===== src/rtl/dma_irq_pkg.sv =====
package dma_irq_pkg;

  localparam int SRC_N = 3;

  typedef enum int {
    SRC_DONE = 0,
    SRC_ERR1 = 1,
    SRC_ERR2 = 2
  } src_e;

  localparam logic [11:0] OFS_SUMMARY = 12'h000;
  localparam logic [11:0] OFS_PRIO    = 12'h688;

  function automatic logic [11:0] ofs_view(input int s);
    case (s)
      SRC_DONE: ofs_view = 12'h004;
      SRC_ERR1: ofs_view = 12'h00C;
      default:  ofs_view = 12'h010;
    endcase
  endfunction

  function automatic logic [11:0] ofs_mask(input int s);
    case (s)
      SRC_DONE: ofs_mask = 12'h018;
      SRC_ERR1: ofs_mask = 12'h020;
      default:  ofs_mask = 12'h024;
    endcase
  endfunction

  function automatic logic [11:0] ofs_pend(input int s);
    case (s)
      SRC_DONE: ofs_pend = 12'h600;
      SRC_ERR1: ofs_pend = 12'h608;
      default:  ofs_pend = 12'h610;
    endcase
  endfunction

endpackage


===== src/rtl/dma_irq_src.sv =====
module dma_irq_src #(
  parameter int NUM_CH = 16
) (
  input  logic              clk,
  input  logic              rst_n,
  input  logic [NUM_CH-1:0] evt_i,
  input  logic              mask_we_i,
  input  logic              clr_we_i,
  input  logic [NUM_CH-1:0] wdata_i,
  output logic [NUM_CH-1:0] pend_o,
  output logic [NUM_CH-1:0] mask_o,
  output logic [NUM_CH-1:0] view_o
);

  logic [NUM_CH-1:0] pend_q, pend_d;
  logic [NUM_CH-1:0] mask_q;
  logic [NUM_CH-1:0] clr_vec;

  // Next state: clear first, then set, so an event on the same edge wins.
  always_comb begin
    clr_vec = clr_we_i ? wdata_i : '0;
    pend_d  = (pend_q & ~clr_vec) | evt_i;
  end

  always_ff @(posedge clk or negedge rst_n) begin
    if (!rst_n) begin
      pend_q <= '0;
    end else begin
      pend_q <= pend_d;
    end
  end

  always_ff @(posedge clk or negedge rst_n) begin
    if (!rst_n) begin
      mask_q <= '0;
    end else if (mask_we_i) begin
      mask_q <= wdata_i;
    end
  end

  assign pend_o = pend_q;
  assign mask_o = mask_q;
  assign view_o = pend_q & mask_q;

  // an event pulse always leaves its bit pending on the next cycle
  assert_evt_wins_R8: assert property (@(posedge clk) disable iff (!rst_n)
    (evt_i != '0) |=> ((pend_q & $past(evt_i)) == $past(evt_i)));

  // cleared bits without a concurrent event are gone
  assert_w1c_R5: assert property (@(posedge clk) disable iff (!rst_n)
    clr_we_i |=> ((pend_q & $past(wdata_i & ~evt_i)) == '0));

  // bits touched by neither event nor clear keep their value
  assert_hold_R2: assert property (@(posedge clk) disable iff (!rst_n)
    1'b1 |=> (((pend_q ^ $past(pend_q)) & ~$past(evt_i) & ~$past(clr_vec)) == '0));

  // a mask write is visible on the next cycle
  assert_mask_wr_R4: assert property (@(posedge clk) disable iff (!rst_n)
    mask_we_i |=> (mask_q == $past(wdata_i)));

endmodule


===== src/rtl/dma_irq_regif.sv =====
module dma_irq_regif
  import dma_irq_pkg::*;
#(
  parameter int NUM_CH = 16,
  parameter int ADDR_W = 12,
  parameter int DATA_W = 32
) (
  input  logic                         reg_wr_i,
  input  logic [ADDR_W-1:0]            reg_addr_i,
  input  logic [SRC_N-1:0][NUM_CH-1:0] pend_i,
  input  logic [SRC_N-1:0][NUM_CH-1:0] mask_i,
  input  logic [SRC_N-1:0][NUM_CH-1:0] view_i,
  input  logic [NUM_CH-1:0]            summary_i,
  input  logic [DATA_W-1:0]            prio_i,
  output logic [SRC_N-1:0]             mask_we_o,
  output logic [SRC_N-1:0]             clr_we_o,
  output logic                         prio_we_o,
  output logic [DATA_W-1:0]            rdata_o
);

  // Write decode: only masks, clear addresses and priority are writable.
  always_comb begin
    for (int s = 0; s < SRC_N; s++) begin
      mask_we_o[s] = reg_wr_i && (reg_addr_i == ADDR_W'(ofs_mask(s)));
      clr_we_o[s]  = reg_wr_i && (reg_addr_i == ADDR_W'(ofs_pend(s)));
    end
    prio_we_o = reg_wr_i && (reg_addr_i == ADDR_W'(OFS_PRIO));
  end

  // Read mux: unmapped offsets fall through to zero.
  always_comb begin
    rdata_o = '0;
    if (reg_addr_i == ADDR_W'(OFS_SUMMARY)) begin
      rdata_o[NUM_CH-1:0] = summary_i;
    end
    if (reg_addr_i == ADDR_W'(OFS_PRIO)) begin
      rdata_o = prio_i;
    end
    for (int s = 0; s < SRC_N; s++) begin
      if (reg_addr_i == ADDR_W'(ofs_view(s))) rdata_o[NUM_CH-1:0] = view_i[s];
      if (reg_addr_i == ADDR_W'(ofs_mask(s))) rdata_o[NUM_CH-1:0] = mask_i[s];
      if (reg_addr_i == ADDR_W'(ofs_pend(s))) rdata_o[NUM_CH-1:0] = pend_i[s];
    end
  end

endmodule


===== src/rtl/dma_irq_agg.sv =====
module dma_irq_agg
  import dma_irq_pkg::*;
#(
  parameter int NUM_CH = 16,
  parameter int ADDR_W = 12,
  parameter int DATA_W = 32
) (
  input  logic              clk,
  input  logic              rst_n,
  input  logic              reg_wr,
  input  logic [ADDR_W-1:0] reg_addr,
  input  logic [DATA_W-1:0] reg_wdata,
  output logic [DATA_W-1:0] reg_rdata,
  input  logic [NUM_CH-1:0] evt_done,
  input  logic [NUM_CH-1:0] evt_err1,
  input  logic [NUM_CH-1:0] evt_err2,
  output logic              irq
);

  localparam int SYNC_STAGES = 2;

  logic [SYNC_STAGES-1:0]       rst_sync_q;
  logic                         rst_int_n;
  logic [SRC_N-1:0][NUM_CH-1:0] evt_vec;
  logic [SRC_N-1:0][NUM_CH-1:0] pend_vec, mask_vec, view_vec;
  logic [SRC_N-1:0]             mask_we, clr_we;
  logic                         prio_we;
  logic [DATA_W-1:0]            prio_q;
  logic [NUM_CH-1:0]            summary;
  logic                         irq_q, irq_d;

  // Asynchronous assertion, synchronous release.
  always_ff @(posedge clk or negedge rst_n) begin
    if (!rst_n) begin
      rst_sync_q <= '0;
    end else begin
      rst_sync_q <= {rst_sync_q[SYNC_STAGES-2:0], 1'b1};
    end
  end
  assign rst_int_n = rst_sync_q[SYNC_STAGES-1];

  assign evt_vec[SRC_DONE] = evt_done;
  assign evt_vec[SRC_ERR1] = evt_err1;
  assign evt_vec[SRC_ERR2] = evt_err2;

  for (genvar s = 0; s < SRC_N; s++) begin : g_src
    dma_irq_src #(.NUM_CH(NUM_CH)) u_src (
      .clk       (clk),
      .rst_n     (rst_int_n),
      .evt_i     (evt_vec[s]),
      .mask_we_i (mask_we[s]),
      .clr_we_i  (clr_we[s]),
      .wdata_i   (reg_wdata[NUM_CH-1:0]),
      .pend_o    (pend_vec[s]),
      .mask_o    (mask_vec[s]),
      .view_o    (view_vec[s])
    );
  end

  always_comb begin
    summary = '0;
    for (int s = 0; s < SRC_N; s++) summary = summary | view_vec[s];
    irq_d = |summary;
  end

  always_ff @(posedge clk or negedge rst_int_n) begin
    if (!rst_int_n) begin
      prio_q <= '0;
    end else if (prio_we) begin
      prio_q <= reg_wdata;
    end
  end

  always_ff @(posedge clk or negedge rst_int_n) begin
    if (!rst_int_n) begin
      irq_q <= 1'b0;
    end else begin
      irq_q <= irq_d;
    end
  end

  assign irq = irq_q;

  dma_irq_regif #(.NUM_CH(NUM_CH), .ADDR_W(ADDR_W), .DATA_W(DATA_W)) u_regif (
    .reg_wr_i   (reg_wr),
    .reg_addr_i (reg_addr),
    .pend_i     (pend_vec),
    .mask_i     (mask_vec),
    .view_i     (view_vec),
    .summary_i  (summary),
    .prio_i     (prio_q),
    .mask_we_o  (mask_we),
    .clr_we_o   (clr_we),
    .prio_we_o  (prio_we),
    .rdata_o    (reg_rdata)
  );

  // a nonzero summary raises irq one cycle later
  assert_irq_rise_R7: assert property (@(posedge clk) disable iff (!rst_int_n)
    (summary != '0) |=> irq);

  // an all-zero summary drops irq one cycle later
  assert_irq_fall_R7: assert property (@(posedge clk) disable iff (!rst_int_n)
    (summary == '0) |=> !irq);

  // a summary bit can only be set for a channel with some enabled pending event
  assert_summary_src_R6: assert property (@(posedge clk) disable iff (!rst_int_n)
    ((summary & ~((pend_vec[0] & mask_vec[0]) | (pend_vec[1] & mask_vec[1])
                 | (pend_vec[2] & mask_vec[2]))) == '0));

  // priority word holds when not written
  assert_prio_hold_R9: assert property (@(posedge clk) disable iff (!rst_int_n)
    !prio_we |=> $stable(prio_q));

endmodule


===== config.mk =====
export PLATFORM = sky130hd
export DESIGN_NAME = dma_irq_agg
export DESIGN_NICKNAME = d
export VERILOG_FILES = /design/src/rtl/dma_irq_pkg.sv /design/src/rtl/dma_irq_src.sv /design/src/rtl/dma_irq_regif.sv /design/src/rtl/dma_irq_agg.sv
export SDC_FILE = /design/constraint.sdc
export NUM_CORES = 1
export LEC_CHECK = 0
export ABC_AREA = 1
export BUFFER_PORTS_ARGS = -buffer_cell sky130_fd_sc_hd__buf_2
export CAP_MARGIN = 10
export CORE_MARGIN = 10
export CORE_UTILIZATION = 45
export CTS_CLUSTER_SIZE = 8
export DETAILED_ROUTE_END_ITERATION = 8
export GPL_ROUTABILITY_DRIVEN = 0
export PLACE_DENSITY = 0.66
export SLEW_MARGIN = 20
export SYNTH_ARGS = -nofsm -noshare
export SYNTH_HDL_FRONTEND = slang
export SYNTH_SLANG_ARGS = --single-unit

===== constraint.sdc =====
create_clock -name clk -period 4.65 [get_ports clk]
set_input_delay 0.6975 -clock clk [delete_from_list [all_inputs] [get_ports clk]]
set_output_delay 0.6975 -clock clk [all_outputs]
set_load 0.1 [all_outputs]

## After elaboration in Yosys (flattened, before gate mapping)

Cells that the tools add are included.

- Register bits: 131
- Bits in latches: 0
- Bits in writable memories: 0
- Bits in read-only memories: 0
- Input port bits: 95
- Output and inout bits: 33
- Memories: 0

- $add $sub $neg: 0
- $mul: 0
- Div/mod/pow operators: 0
- Order comparisons: 0
- Equality and inequality tests: 10
- Shifts and indexed selects: 0
- Mux-type cells: 14
- Bitwise operators: 14
- Reduce and logical (&&, ||, !) cells: 9

Operators with widths:

| cell | count |
|---|---|
| 16-bit 2-to-1 mux | 13 |
| 16-bit AND | 6 |
| 16-bit bitwise OR | 5 |
| 12-bit by 11-bit equality test with 1-bit output, second input constant | 4 |
| 16-bit NOT | 3 |
| 32-bit 2-to-1 mux | 1 |
| 12-bit by 5-bit equality test with 1-bit output, second input constant | 2 |
| 12-bit by 6-bit equality test with 1-bit output, second input constant | 2 |
| 16-bit OR reduction | 1 |
| 12-bit by 3-bit equality test with 1-bit output, second input constant | 1 |
| 12-bit by 4-bit equality test with 1-bit output, second input constant | 1 |
| 12-bit logical NOT | 1 |
| 1-bit logical AND | 7 |

## Longest topological paths before layout

Gate-level depths: netlist of run 1.

- Word-level depth: 14
- Depth in mapped cells: 17
- Depth with buffers taken out: 16

## Modules after synthesis

From an unflattened synthesis of run 1, not the netlist that was laid out.

- Cells, all modules: 1157
- Area, all modules: 8172.8 um^2

By module, submodules not included:

| module | instances | cells each | area an instance (um^2) | seq. area each (um^2) |
|---|---|---|---|---|
| dma_irq_src | 3 | 181 | 1418.9 | 800.8 |
| dma_irq_regif | 1 | 479 | 2255.9 | 0.0 |
| dma_irq_agg | 1 | 135 | 1660.3 | 875.8 |

## Worst setup path after synthesis of run 1

OpenSTA, ideal clock, no wires.

- Path type: input to output
- Start point: input reg_addr[1]
- End point: output reg_rdata[21]
- Data arrival time: 2.953 ns
- Required time: 3.953 ns
- Path slack: 0.999 ns
- Stages on the path: 8
- Path buffers: 3
- Cell sequence: nor2_4 -> nand2_1 -> nor2_2 -> buf_4 -> buf_2 -> nand2_1 -> buf_2 -> nor2_1

- Longest elaborated chain between the ends: 2

RTL lines:

| element | line | text |
|---|---|---|
| start: declaration | dma_irq_agg.sv:11 | `input logic [ADDR_W-1:0] reg_addr,` |
| 12-bit by 11-bit equality test with 1-bit output | dma_irq_regif.sv:36 | `if (reg_addr_i == ADDR_W'(OFS_PRIO)) begin` |
| 32-bit 2-to-1 mux | dma_irq_regif.sv:36 |  |
| end: declaration | dma_irq_agg.sv:13 | `output logic [DATA_W-1:0] reg_rdata,` |

Every way passes these cells.

## Worst setup path in the final report of run 1

- Start point: input reg_addr[3]
- End point: output reg_rdata[1]

- Longest elaborated chain between the ends: 12
- Elaborated cells between the ends (all ways): 22
- Classes of those cells: 10 x eq/ne; 11 x mux; 1 x reduce/logical

RTL lines:

| element | line | text |
|---|---|---|
| 12-bit logical NOT | dma_irq_regif.sv:33 | `if (reg_addr_i == ADDR_W'(OFS_SUMMARY)) begin` |
| 16-bit 2-to-1 mux | dma_irq_regif.sv:33 |  |
| 32-bit 2-to-1 mux | dma_irq_regif.sv:36 |  |
| 16-bit 2-to-1 mux | dma_irq_regif.sv:40 | `if (reg_addr_i == ADDR_W'(ofs_view(s))) rdata_o[NUM_CH-1:0] = view_i[s];` |
| 16-bit 2-to-1 mux | dma_irq_regif.sv:41 | `if (reg_addr_i == ADDR_W'(ofs_mask(s))) rdata_o[NUM_CH-1:0] = mask_i[s];` |
| 16-bit 2-to-1 mux | dma_irq_regif.sv:42 | `if (reg_addr_i == ADDR_W'(ofs_pend(s))) rdata_o[NUM_CH-1:0] = pend_i[s];` |
| 16-bit 2-to-1 mux | dma_irq_regif.sv:40 |  |
| 16-bit 2-to-1 mux | dma_irq_regif.sv:41 |  |
| 16-bit 2-to-1 mux | dma_irq_regif.sv:42 |  |
| 16-bit 2-to-1 mux | dma_irq_regif.sv:40 |  |
| 16-bit 2-to-1 mux | dma_irq_regif.sv:41 |  |
| 16-bit 2-to-1 mux * | dma_irq_regif.sv:42 |  |

Every way passes the cells marked *; elsewhere a longest branch is shown, timed or not.

==> impl_metrics.csv, run 1 <==
group,metric,value,unit
outcome,status,"completed",
global_routing,track_usage,20.5,%
cells_and_area,layout-drive-gt1-share,19.4,%
cts,holdBufCountCts,0,
logic_synthesis,ys_ff_latch,131,
cells_and_area,final_common_cell,"nand2_1",
routing,drc,0,
cells_and_area,fin_util,54.9,%
routing,drtIter0Drc,602,
sta,tns,0,ns
setup_path,cp-start-kind,"primary input",
logic_synthesis,ys_types,31,
setup_path,critPathArrivalTime,2.95,ns
power,leakage,4.30,nW
global_routing,grt_pass1_wl,35800,um
sta,fin_crit_sh,78.5,%
global_routing,grt_overflow,0,
logic_synthesis,syn_nets,1088,
setup_path,critPathMaxFanout,13,
cts,clkTransAtPathRegs,0.07,ns
logic_synthesis,netlist_area,7270,um2
cts,h-tree-depth,4,
floorplanning,io_pins,128,
sta,rsz0062_at_grt,"no",
global_routing,antenna_found_initial,2,
floorplanning,fp-row-count,46,
sta,drv_slew,0,
hold_path,hold_path_class,"primary input to asynchronous set/reset pin",
logic_synthesis,synth.largest_area_cell,"dfrtp_1",
cts,clockRootBuffer,"clkbuf_16",
cts,worst_skew_pair.late_latency,0.43,ns
routing,vias_per_cell,5.09,
placement,place_hpwl,14900,um
floorplanning,die_x,147,um
setup_path,worstSetupEndpointType,"output port",
cts,clockBufferDepth,2,
cells_and_area,area_delta_synth_final,20.0,%
floorplanning,die_y,147,um
cells_and_area,fillers,1591,
placement,portBuffers,127,
floorplanning,start_util,45.8,%
routing,via_count,6846,
logic_synthesis,avgSynthCellArea,7.32,um2
cts,cts_tree,"built",
global_routing,grt_max_degree,74,
logic_synthesis,yosys_warnings,0,
setup_path,required,3.95,ns
routing,ant_nets,0,
sta,fin_crit,3.65,ns
cells_and_area,nets,1211,
global_routing,grt_pass1_vias,6794,
cells_and_area,mostFrequentLayoutCells,"nand2_1 (312), inv_1 (142), o21ai_0 (133), dfrtp_1 (130), buf_2 (127)",
floorplanning,die-area,21600,um2
power,power_density,310,nW/um2
setup_path,reg2reg_setup_slack,3.18,ns
sta,maxSlewHeadroom,27.5,%
sta,skew,0.00864,ns
floorplanning,core_area,15900,um2
routing,firstDrtPassIters,5,
sta,final_hold_viol_count,0,
cts,clkSinkCount,131,
power,p_total,2.71,mW
power,vdd_drop_max,0.283,mV
flow_run,drv_cap,0,
sta,tightest_slew,1.08,ns
logic_synthesis,seq_area_frac_synth,45.1,%
routing,routed_wl,21900,um
routing,post_drt_wl_per_cell,16.3,um
logic_synthesis,ys_top_cells_by_area,"dfrtp_1 (45%), nand2_1 (16%), o21ai_0 (9.2%), inv_1 (7.3%), nand3_1 (6.4%)",
logic_synthesis,synth_top_area_share,45.1,%
sta,setup_viol,0,
logic_synthesis,syn_inst,993,
setup_path,critical_path_class,"primary input to output port",
cts,cts_buffers,17,
sta,clock.fmax,274,MHz
cts,cts_setup_buffers,0,
cts,post_cts_resized,0,
[critical path: stages]
cell and delay (ns):
buf_2 0.12, inv_2 0.23, nand3_1 0.21, nor3b_2 0.89
nand2_1 0.14, nand4_1 0.20, buf_2 0.45
[registers in the layout (all words and copies together), names as in the netlist]
| signal | flops |
|---|---|
| prio_q | 32 |
| g_src.u_src.pend_o | 48 |
| g_src.u_src.mask_o | 48 |
| irq | 1 |
| rst_sync_q | 2 |
[where the power goes]
group          internal [mW]  total, mW  switching [mW]  leakage, nW
Combinational         0.0419      0.123          0.0810         2.43
Clock                  0.860       1.42           0.563        0.302
Sequential              1.15       1.16          0.0150         1.57
[per-stage QoR]
stage               hold slack [ns]  std cells  setup slack (ns)  cell area, um2
finish                       0.0334       1346             0.999            8720
global placement              0.336       1313              1.14            8100
floorplan                     0.331        993             0.730            7270
detailed placement            0.338       1313              1.08            8100
CTS                          0.0176       1345              1.06            8720
global route                 0.0174       1346             0.756            8720
[cell type report]
class	count	area [um2]	area share, %
inverter	149	562	6.44
clock inverter	15	193	2.21
sequential	131	3280	37.6
timing repair buffer	136	703	8.06
clock buffer	17	425	4.88
tap	216	270	3.10
antenna	1	2.50	0.0287
multi-input combinational	681	3280	37.6
[worst paths after layout]
check / start / endpoint / depth (start not counted)
setup / recovery: reg_addr[3] / reg_rdata[1] / 7
hold / removal: rst_n / rst_sync_q[1] / 1
setup reg to reg: rst_sync_q[1] / g_src[0].u_src.pend_o[2] / 1
hold reg to reg: rst_sync_q[0] / rst_sync_q[1] / 0
max in group asynchronous: rst_sync_q[1] / g_src[0].u_src.pend_o[2] / 1
min in group clk: rst_sync_q[0] / rst_sync_q[1] / 0
[synth_stat cells]
cell type  number
nand3_1        93
inv_4           1
nand2_4         1
o21ai_1        19
nor3_4          1
nand2_2         5
conb_1          1
clkinv_1        2
nor3_2          2
nand4_1        28
a21oi_1        10
o21ai_0       133
nor2_1         23
nor4_4          1
nand2_1       312
nor2_2          5
nor3b_2         1
o21bai_1       10
or2_0           4
buf_2           9
buf_4           1
mux2_2         16
nor4_1          4
nand3_2         3
dfrtp_1       131
nor2_4          6
inv_1         142
buf_6           2
clkbuf_1       20
inv_2           4
or2_2           3
[cell families after synthesis]
logic type	after synthesis	synth area share [%]
buffers and inverters	181	9.80
AO/OA/AOI/OAI	172	12.2
other	1	0.0516
AND/OR/NAND/NOR	492	30.4
multiplexers	16	2.48
flip-flops	131	45.1
[per-layer routing]
layer / share of wire [%] / vias to the layer above / global-route usage [%]
met2: 48 / 221 / 33.4
li1: - / 3424 / -
met5: 0.059 / - / 0
met3: 5.9 / 32 / 4.91
met1: 45 / 3167 / 26.1
met4: 1.7 / 2 / 6.74
Power figures use the tool's default switching activity.
==> run 2, diff against run 1 <==
--- a/config.mk
+++ b/config.mk
@@ -13,7 +13,7 @@
 export CTS_CLUSTER_SIZE = 8
 export DETAILED_ROUTE_END_ITERATION = 8
 export GPL_ROUTABILITY_DRIVEN = 0
-export PLACE_DENSITY = 0.66
+export PLACE_DENSITY = 0.69
 export SLEW_MARGIN = 20
 export SYNTH_ARGS = -nofsm -noshare
 export SYNTH_HDL_FRONTEND = slang
==> constraint.sdc (replaced) <==
create_clock -name clk -period 3.1 [get_ports clk]
set_input_delay 0.465 -clock clk [delete_from_list [all_inputs] [get_ports clk]]
set_output_delay 0.465 -clock clk [all_outputs]
set_load 0.1 [all_outputs]
==> run 2 against run 1 <==
Net effect: register-to-register slack got worse by 1.5 ns; sequential share of layout area shrank 2.4 points; hold slack better by 0.18 ns; largest cell class unchanged; first-iteration DRC count increased by 20%; clock power is 42% higher.
==> impl_metrics.csv, run 2 (synthesized netlist as in run 1, its figures left out) <==
group,metric,value,unit
hold_path,hold_start,"evt_err1[11]",
cells_and_area,nets,1230,
routing,firstDrtPassIters,5,
setup_path,required,2.63,ns
cts,h-tree-depth,4,
sta,drv_slew,0,
setup_path,ff2ff_path_depth,4,
setup_path,critPathMaxFanout,20,
floorplanning,die_x,147,um
sta,fin_crit,2.83,ns
cts,cts_buffers,17,
sta,clock.fmax,353,MHz
cts,clockBufferDepth,2,
routing,ant_nets,0,
setup_path,reg2reg_setup_slack,1.70,ns
global_routing,antenna_found_initial,1,
cts,cts_tree,"built",
placement,place_hpwl,15900,um
global_routing,track_usage,20.5,%
cells_and_area,area_delta_synth_final,28.0,%
placement,placed_cell_area,8700,um2
global_routing,grt_pass1_vias,6938,
setup_path,worstSetupEndpointType,"output port",
cells_and_area,fin_area,9300,um2
setup_path,reg2reg_from,"g_src[0].u_src.pend_o[9]",
power,power_density,425,nW/um2
floorplanning,fp-row-count,46,
sta,setup_viol,0,
global_routing,grt_max_degree,56,
cts,cts_setup_buffers,0,
routing,vias_per_cell,5.15,
floorplanning,start_util,45.8,%
setup_path,cp-start-kind,"primary input",
floorplanning,die_y,147,um
setup_path,slowest_stage,"buf_2",
setup_path,critical_path_class,"primary input to output port",
cells_and_area,layout-drive-gt1-share,20.6,%
cts,post_cts_resized,0,
setup_path,crit_top_cell,"nand2_1",
cells_and_area,fillers,1505,
setup_path,path_cells,"buf_2 > nor2_4 > nand2_1 > nor2_2 > buf_4 > nand3_1 > nand3_1 > nand2_1 > nand2_1 > nand2_1 > nand2_1 > nand2_1 > nand2_1 > nand2_1 > nand2_1 > nand2_1 > nand2_1 > buf_2",
floorplanning,core_area,15900,um2
setup_path,crit_buf_inv,3,
sta,final_hold_viol_count,0,
sta,setup_slack,0.266,ns
floorplanning,die-area,21600,um2
sta,maxSlewHeadroom,51.9,%
setup_path,critPathArrivalTime,2.37,ns
placement,pre_cts_ws,0.315,ns
cts,clkTransAtPathRegs,0.06,ns
setup_path,cp_slowest_stage_delay,0.42,ns
sta,hold_ws,0.214,ns
placement,portBuffers,127,
hold_path,hold_path_class,"primary input to register",
cells_and_area,mostFrequentLayoutCells,"nand2_1 (312), inv_1 (142), o21ai_0 (133), dfrtp_1 (130), buf_2 (96)",
sta,rsz0062_at_grt,"no",
global_routing,grt_pass1_wl,36000,um
power,leakage,4.45,nW
routing,drc,0,
hold_path,holdPathEnd,"g_src[1].u_src.pend_o[11]",
global_routing,grt_overflow,0,
cells_and_area,fin_util,58.6,%
outcome,status,"completed",
sta,skew,0.0132,ns
floorplanning,io_pins,128,
sta,tightest_slew,0.721,ns
hold_path,hold_depth,3,
flow_run,drv_cap,0,
setup_path,crit_family,"simple AND/OR/NAND/NOR gates",
cts,clockRootBuffer,"clkbuf_16",
routing,via_count,7031,
cts,clkSinkCount,131,
cells_and_area,final_common_cell,"nand2_1",
sta,fin_crit_sh,91.4,%
power,vdd_drop_max,0.405,mV
routing,routed_wl,22000,um
cts,worst_skew_pair.late_latency,0.43,ns
setup_path,r2r_end,"irq",
routing,drtIter0Drc,722,
routing,post_drt_wl_per_cell,16.1,um
## run 2: changes by cell type in the layout (fill, tap and decap cells not counted), sizes merged
cell / delta
bufinv: -1
buf: +18
dlygate4sd3: +1
inv: -4
clkinv: +3
clkbuf: +2
## run 2: final cells by class
| class | instances | area [um2] | share of cell area, % |
|---|---|---|---|
| Tap cell | 216 | 270 | 2.90 |
| Antenna cell | 1 | 2.50 | 0.0269 |
| Inverter | 149 | 562 | 6.04 |
| Clock buffer | 19 | 443 | 4.76 |
| Clock inverter | 13 | 148 | 1.59 |
| Timing Repair Buffer | 155 | 1310 | 14.1 |
| Sequential cell | 131 | 3280 | 35.3 |
| Multi-Input combinational cell | 681 | 3280 | 35.3 |
## run 2: worst min-delay path: cells and delay by family
family                 cells  cell delay [ns]
AND/OR/NAND/NOR            1             0.04
buffers and inverters      2             0.10
## run 2: per-layer routing
| layer | part of all wire (%) | track usage [%] | up-vias |
|---|---|---|---|
| li1 | - | - | 3472 |
| met2 | 48 | 34.1 | 259 |
| met4 | 1.5 | 5.95 | 0 |
| met5 | 0 | 0 | - |
| met3 | 7.3 | 4.98 | 36 |
| met1 | 43 | 26.0 | 3264 |
## run 2: worst max-delay path by stage
stage,slack [ns],to,from,cells past startpoint
2_1_floorplan,-0.09,reg_rdata[21],reg_addr[1],8
3_3_place_gp,0.32,reg_rdata[2],reg_addr[1],18
3_5_place_dp,0.32,reg_rdata[2],reg_addr[1],18
4_1_cts,0.29,reg_rdata[2],reg_addr[1],18
5_1_grt,0.09,reg_rdata[11],reg_addr[10],12
6_report,0.27,reg_rdata[2],reg_addr[1],18
## run 2: timing repair
item,CTS,global route
setup endpoints to repair,0,0
hold buffers,1,0
endpoints found under the hold margin,2,0
## run 2: through the flow
stage	total power [mW]	instances	TNS, ns
after floorplan	1.86	993	-0.858
after global placement	1.96	1331	0
after detailed placement	1.96	1331	0
after CTS	3.98	1364	0
after global routing	4.08	1365	0
final	3.95	1365	0
## run 2: power by group
group          internal [mW]  switching [mW]  leakage [nW]
logic                 0.0658           0.127          2.59
clock network           1.22           0.807         0.289
registers               1.72          0.0180          1.57
